File: config.mk
export PLATFORM = sky130hd
export DESIGN_NAME = zbt_sram
export DESIGN_NICKNAME = d
export VERILOG_FILES = /design/src/rtl/zbt_pkg.sv /design/src/rtl/zbt_cmd.sv /design/src/rtl/zbt_stage.sv /design/src/rtl/zbt_array.sv /design/src/rtl/zbt_sram.sv
export SDC_FILE = /design/constraint.sdc
export NUM_CORES = 2
export LEC_CHECK = 0
export BUFFER_PORTS_ARGS = -buffer_cell sky130_fd_sc_hd__clkbuf_2
export CORE_MARGIN = 2
export CORE_UTILIZATION = 30
export CTS_CLUSTER_SIZE = 12
export DETAILED_ROUTE_END_ITERATION = 12
export GPL_TIMING_DRIVEN = 0
export PLACE_DENSITY = 0.56
export REMOVE_ABC_BUFFERS = 1
export SLEW_MARGIN = 15
export SYNTH_ARGS = -nofsm -noshare
export SYNTH_HDL_FRONTEND = slang
export SYNTH_SLANG_ARGS = --single-unit
export TNS_END_PERCENT = 100
File: constraint.sdc
create_clock -name clk -period 5.07 [get_ports clk]
set_input_delay 0.7605 -clock clk [delete_from_list [all_inputs] [get_ports clk]]
set_output_delay 0.7605 -clock clk [all_outputs]
set_load 0.02 [all_outputs]
File: src/rtl/zbt_pkg.sv
package zbt_pkg;
    parameter int LANES   = 4;
    parameter int LANE_W  = 9;
    localparam int WORD_W  = LANES * LANE_W;
    localparam int BURST_W = 2;

    typedef enum logic [1:0] {
        OP_NONE  = 2'd0,
        OP_READ  = 2'd1,
        OP_WRITE = 2'd2
    } op_kind_t;

    typedef struct packed {
        op_kind_t           kind;
        logic [LANES-1:0]   lane_en;
    } op_t;

    localparam op_t OP_EMPTY = '{kind: OP_NONE, lane_en: '0};

    function automatic logic [WORD_W-1:0] lane_merge(
        input logic [WORD_W-1:0] old_w,
        input logic [WORD_W-1:0] new_w,
        input logic [LANES-1:0]  en);
        logic [WORD_W-1:0] r;
        r = old_w;
        for (int k = 0; k < LANES; k++) begin
            if (en[k]) r[k*LANE_W +: LANE_W] = new_w[k*LANE_W +: LANE_W];
        end
        return r;
    endfunction

    function automatic logic [BURST_W-1:0] burst_step(input logic [BURST_W-1:0] b);
        return b + 1'b1;
    endfunction
endpackage

File: src/rtl/zbt_cmd.sv
module zbt_cmd
    import zbt_pkg::*;
#(
    parameter int ADDR_W = 6
) (
    input  logic              clk,
    input  logic              rst,
    input  logic              adv_en,
    input  logic              ce_n,
    input  logic              adv_ld,
    input  logic              we_n,
    input  logic [LANES-1:0]  bw_n,
    input  logic              sleep,
    input  logic [ADDR_W-1:0] addr,
    output op_t               s1_op,
    output logic [ADDR_W-1:0] s1_addr
);
    logic              burst_on;
    logic              burst_wr;
    logic [ADDR_W-1:0] cur_addr;
    logic              do_load;
    logic              do_cont;
    logic [ADDR_W-1:0] next_addr;
    op_t               next_op;

    always_comb begin
        do_load   = !adv_ld && !ce_n && !sleep;
        do_cont   = adv_ld && burst_on && !sleep;
        next_addr = cur_addr;
        next_op   = OP_EMPTY;
        if (do_load) begin
            next_addr    = addr;
            next_op.kind = we_n ? OP_READ : OP_WRITE;
        end else if (do_cont) begin
            next_addr    = {cur_addr[ADDR_W-1:BURST_W], burst_step(cur_addr[BURST_W-1:0])};
            next_op.kind = burst_wr ? OP_WRITE : OP_READ;
        end
        next_op.lane_en = (next_op.kind == OP_WRITE) ? ~bw_n : '0;
    end

    always_ff @(posedge clk) begin
        if (rst) begin
            burst_on <= 1'b0;
            burst_wr <= 1'b0;
            cur_addr <= '0;
            s1_op    <= OP_EMPTY;
        end else if (adv_en) begin
            if (do_load) begin
                burst_on <= 1'b1;
                burst_wr <= !we_n;
            end else if (!adv_ld || sleep) begin
                burst_on <= 1'b0;
            end
            cur_addr <= next_addr;
            s1_op    <= next_op;
        end
    end

    assign s1_addr = cur_addr;
endmodule

File: src/rtl/zbt_stage.sv
module zbt_stage
    import zbt_pkg::*;
#(
    parameter int ADDR_W = 6
) (
    input  logic              clk,
    input  logic              rst,
    input  logic              adv_en,
    input  op_t               in_op,
    input  logic [ADDR_W-1:0] in_addr,
    output op_t               out_op,
    output logic [ADDR_W-1:0] out_addr
);
    always_ff @(posedge clk) begin
        if (rst) begin
            out_op   <= OP_EMPTY;
            out_addr <= '0;
        end else if (adv_en) begin
            out_op   <= in_op;
            out_addr <= in_addr;
        end
    end
endmodule

File: src/rtl/zbt_array.sv
module zbt_array
    import zbt_pkg::*;
#(
    parameter int ADDR_W = 6
) (
    input  logic              clk,
    input  logic              rst,
    input  logic              adv_en,
    input  logic              sleep,
    input  op_t               op,
    input  logic [ADDR_W-1:0] op_addr,
    input  logic [WORD_W-1:0] wdata,
    output logic [WORD_W-1:0] q,
    output logic              q_rd
);
    localparam int DEPTH = 1 << ADDR_W;

    logic [WORD_W-1:0] mem [DEPTH];

    always_ff @(posedge clk) begin
        if (adv_en && !rst && op.kind == OP_WRITE && !sleep) begin
            mem[op_addr] <= lane_merge(mem[op_addr], wdata, op.lane_en);
        end
    end

    always_ff @(posedge clk) begin
        if (rst) begin
            q    <= '0;
            q_rd <= 1'b0;
        end else if (adv_en) begin
            q_rd <= (op.kind == OP_READ);
            if (op.kind == OP_READ) q <= mem[op_addr];
        end
    end
endmodule

File: src/rtl/zbt_sram.sv
module zbt_sram
    import zbt_pkg::*;
#(
    parameter int ADDR_W = 6
) (
    input  logic              clk,
    input  logic              rst,
    input  logic              cen_n,
    input  logic              ce_n,
    input  logic              adv_ld,
    input  logic              we_n,
    input  logic [LANES-1:0]  bw_n,
    input  logic              oe_n,
    input  logic              sleep,
    input  logic [ADDR_W-1:0] addr,
    input  logic [WORD_W-1:0] wdata,
    output logic [WORD_W-1:0] rdata,
    output logic              rvalid
);
    logic              adv_en;
    op_t               s1_op;
    op_t               s2_op;
    logic [ADDR_W-1:0] s1_addr;
    logic [ADDR_W-1:0] s2_addr;
    logic              q_rd;

    assign adv_en = !cen_n;

    zbt_cmd #(.ADDR_W(ADDR_W)) u_cmd (
        .clk(clk), .rst(rst), .adv_en(adv_en), .ce_n(ce_n), .adv_ld(adv_ld),
        .we_n(we_n), .bw_n(bw_n), .sleep(sleep), .addr(addr),
        .s1_op(s1_op), .s1_addr(s1_addr)
    );

    zbt_stage #(.ADDR_W(ADDR_W)) u_stage (
        .clk(clk), .rst(rst), .adv_en(adv_en), .in_op(s1_op), .in_addr(s1_addr),
        .out_op(s2_op), .out_addr(s2_addr)
    );

    zbt_array #(.ADDR_W(ADDR_W)) u_array (
        .clk(clk), .rst(rst), .adv_en(adv_en), .sleep(sleep), .op(s2_op),
        .op_addr(s2_addr), .wdata(wdata), .q(rdata), .q_rd(q_rd)
    );

    assign rvalid = q_rd && !oe_n && !sleep;
endmodule

==> impl_metrics.py <==
metrics = {
    "final_layout": {
        "design_area_um2": 110800,
        "layout_common_cells": "2304 x edfxtp_1, 827 x mux2i_1, 232 x clkbuf_16",
        "area_growth_pct": 20.17,
        "drive_gt1_share_pct": 18.76,
        "utilization_pct": 36.22,
        "fillCellCount": 28140,
        "layout_commonest_cell": "edfxtp_1",
        "fin_nets": 5448,
    },
    "placement": {
        "dp_hpwl_um": 178900,
        "place_area_um2": 103600,
        "dp_slack_ns": -0.03089,
        "gp_congestion": 0.7344,
        "port_buffers": 90,
    },
    "clock_tree": {
        "clk_pin_slew_worst_paths_ns": 0.06,
        "cts_resized": 0,
        "htreeDepth": 4,
        "clk_latency_ns": 0.92,
        "cts_root_buf": "clkbuf_16",
        "tritoncts": "done",
        "cts.sinks": 2373,
        "cts_made_buffers": 231,
        "ctsLongestPathBuffers": 3,
        "cts-hold-fix-buffers": 0,
    },
    "setup_path": {
        "rrSetupSlack_ns": 0.12,
        "cp_top_family": "buffers and inverters",
        "critical_path_class": "reg2reg",
        "critical_path_arrival_ns": 5.70,
        "crit_path_max_incr_delay_ns": 0.77,
        "r2r_cells": 12,
        "crit_chain": "buf_16 -> nand4_1 -> buf_6 -> buf_6 -> buf_6 -> buf_6 -> o22ai_1 -> nor4_1 -> and4_1 -> o31ai_4 -> buf_8 -> buf_6",
        "end_kind": "flip-flop",
        "crit_path_max_fanout": 51,
        "crit_path_top_delay_cell": "nand4_1",
        "reg2reg_to": "u_array.mem[62][27]",
        "cp_num_buf_inv": 7,
        "startpoint_type": "flip-flop",
        "cp_common_cell": "buf_6",
        "critPathRequiredTime_ns": 5.82,
    },
    "sta": {
        "period_needed_ns": 4.948,
        "setup_violations": 0,
        "slew_viol_final": 0,
        "rsz0062_at_grt": "false",
        "max-slew-margin-rel_pct": 14.44,
        "hold_viol": 0,
        "whs_ns": 0.09028,
        "fin_ws_ns": 0.1217,
        "skew_ns": 0.05643,
        "maxClockFrequency_ghz": 0.2021,
        "worstMarginPinSlew_ns": 1.266,
        "fin_crit_sh_pct": 97.60,
    },
    "drt": {
        "wl_per_cell_um": 27.80,
        "viasPerCell": 5.147,
        "drtIter0Drc": 5619,
        "drc": 0,
        "routed-via-count": 49760,
        "first_pass_iters": 5,
        "antenna_left": 0,
        "wirelength_um": 268800,
    },
    "global_routing": {
        "globalRouteOverflowTotal": 0,
        "grt_pass1_vias": 49020,
        "gr-usage-all-layers_pct": 16.88,
        "grt_max_degree": 52,
        "antenna_found_initial": 14,
        "grt_pass1_wl_um": 373400,
    },
    "power": {
        "power_mw": 38.63,
        "powerDensity_nw_per_um2": 348.8,
        "cellLeakagePower_nw": 32.88,
        "vdd_drop_max_mv": 0.3007,
    },
    "synth": {
        "postSynthCellCount": 5046,
        "synth_edf_count": 2304,
        "ys.flop_type": "edfxtp_1",
        "ys_seq_area_share_pct": 76.56,
        "synth_seq_cells": 2373,
        "synth-async-reset-ratio_pct": 0,
        "synth_top_cell_by_area": "edfxtp_1",
        "yosys-top-cells-area": "edfxtp_1 75%, mux2i_1 9.0%, mux4_2 3.3%",
        "ys_types": 65,
        "synth_area_per_cell_um2": 18.27,
        "yosys_warnings": 0,
        "synth_top_cell_area_share_pct": 75.06,
        "synth_area_um2": 92180,
    },
    "worst_hold_path": {
        "hp-class": "in2reg",
        "hold_path_startpoint": "we_n",
        "holdPathEnd": "u_cmd.burst_wr",
        "holdPathStages": 2,
    },
    "outcome": {
        "status": "finished clean",
    },
    "floorplan": {
        "die_x_um": 558.3,
        "coreArea_um2": 305800,
        "num_rows": 203,
        "dieArea_um2": 311700,
        "ios": 91,
        "floorplan.die.height_um": 558.3,
        "initial_utilization_pct": 30.14,
    },
    "job": {
        "drv_cap": 0,
    },
}
-- worst register-to-register path, cell delays in order, from the launching register on --
cell and delay, ns:
dfxtp_4 0.75, buf_16 0.37, nand4_1 0.85, buf_6 0.47, buf_6 0.19, buf_6 0.19, buf_6 0.18, o22ai_1 0.21
nor4_1 0.11, and4_1 0.26, o31ai_4 0.73, buf_8 0.28, buf_6 0.21
-- final cells by class --
class	count	area, um^2	share of cell area, %
diodes	1	2.502	0.002259
clock buffers	352	6436	5.811
clock inverters	53	665.6	0.6009
inverters	4	15.01	0.01355
multi-input cells	2373	20980	18.94
flip-flops and latches	2373	70600	63.74
well taps	4100	5130	4.631
repair buffers	411	6943	6.268
-- flip-flops by register name, indices dropped and copies added, names as in the netlist, 6 cells and up, named ones only --
| register | count |
|---|---|
| u_array.mem | 2304 |
| u_array.q | 36 |
| u_cmd.s1_addr | 6 |
| u_cmd.s1_op | 6 |
| u_stage.out_addr | 6 |
| u_stage.out_op | 6 |
-- timing repair --
action	CTS	global route
buffers inserted	0	1
setup endpoints to repair	0	53
hold endpoints to repair	0	0
-- power by group --
part           total, mW  internal [mW]  switching (mW)  leakage (nW)
Sequential          21.5           21.5          0.0141          21.3
Combinational      0.810          0.292           0.518          8.21
Clock               16.3           9.12            7.22          3.41
Total               38.6           30.9            7.75          32.9
-- cells in the mapped netlist, types with 4 or more instances --
| cell | count |
|---|---|
| nor3_1 | 31 |
| clkbuf_1 | 112 |
| buf_2 | 41 |
| o22ai_1 | 144 |
| a22oi_1 | 131 |
| and3_1 | 7 |
| nand3_1 | 115 |
| buf_1 | 25 |
| mux2i_1 | 827 |
| dfxtp_1 | 69 |
| and2_1 | 6 |
| o21ai_1 | 9 |
| o21ai_0 | 26 |
| nor2_1 | 195 |
| nand2_1 | 219 |
| nand2b_1 | 39 |
| o32ai_2 | 7 |
| a211oi_1 | 12 |
| buf_8 | 5 |
| nand3b_1 | 4 |
| or3_1 | 8 |
| mux4_2 | 136 |
| o311a_1 | 4 |
| nor2b_1 | 25 |
| and4_4 | 6 |
| a21oi_1 | 122 |
| a2111oi_0 | 7 |
| buf_6 | 38 |
| edfxtp_1 | 2304 |
| and4_1 | 40 |
| a22o_1 | 32 |
| mux2_2 | 62 |
| o31ai_1 | 38 |
| nor4_1 | 39 |
| buf_4 | 73 |
| o32ai_1 | 27 |
| a221oi_1 | 17 |
| a2bb2oi_1 | 4 |
-- routing by layer --
layer	vias up	share of wire, %	global-route usage, %
met2	1971	47	27.34
met4	0	2.7	5.081
met5	-	0	0
met1	26390	43	23.28
li1	20990	-	-
met3	410	6.8	2.672
-- stage by stage --
| step | TNS [ns] | cells |
|---|---|---|
| finish | 0 | 9667 |
| global route | 0 | 9667 |
| CTS | 0 | 9664 |
| detailed placement | -0.7364 | 9259 |
| global placement | - | 8939 |
| floorplan | - | 4749 |
-- how the worst max path moves through the flow --
stage | start | endpoint | slack, ns | cells past startpoint
2_1_floorplan | flip-flop | u_array.mem[0][9] | -35.20 | 5
3_3_place_gp | flip-flop | u_array.mem[24][0] | -51.67 | 5
3_5_place_dp | cen_n | u_array.mem[55][5] | -0.03 | 6
4_1_cts | flip-flop | u_array.mem[27][29] | 0.01 | 12
5_1_grt | flip-flop | u_array.mem[19][27] | 0.04 | 12
6_report | flip-flop | u_array.mem[62][27] | 0.12 | 12
-- cell families after synthesis --
| family | count (synthesis) | share of synthesized area, % |
|---|---|---|
| muxes | 1025 | 13.06 |
| and+or+nand+nor | 757 | 4.036 |
| DFF | 2373 | 76.56 |
| buffers and inverters | 301 | 1.953 |
| AOI/OAI and AO/OA | 590 | 4.394 |
(Power assumes the default switching activity.)
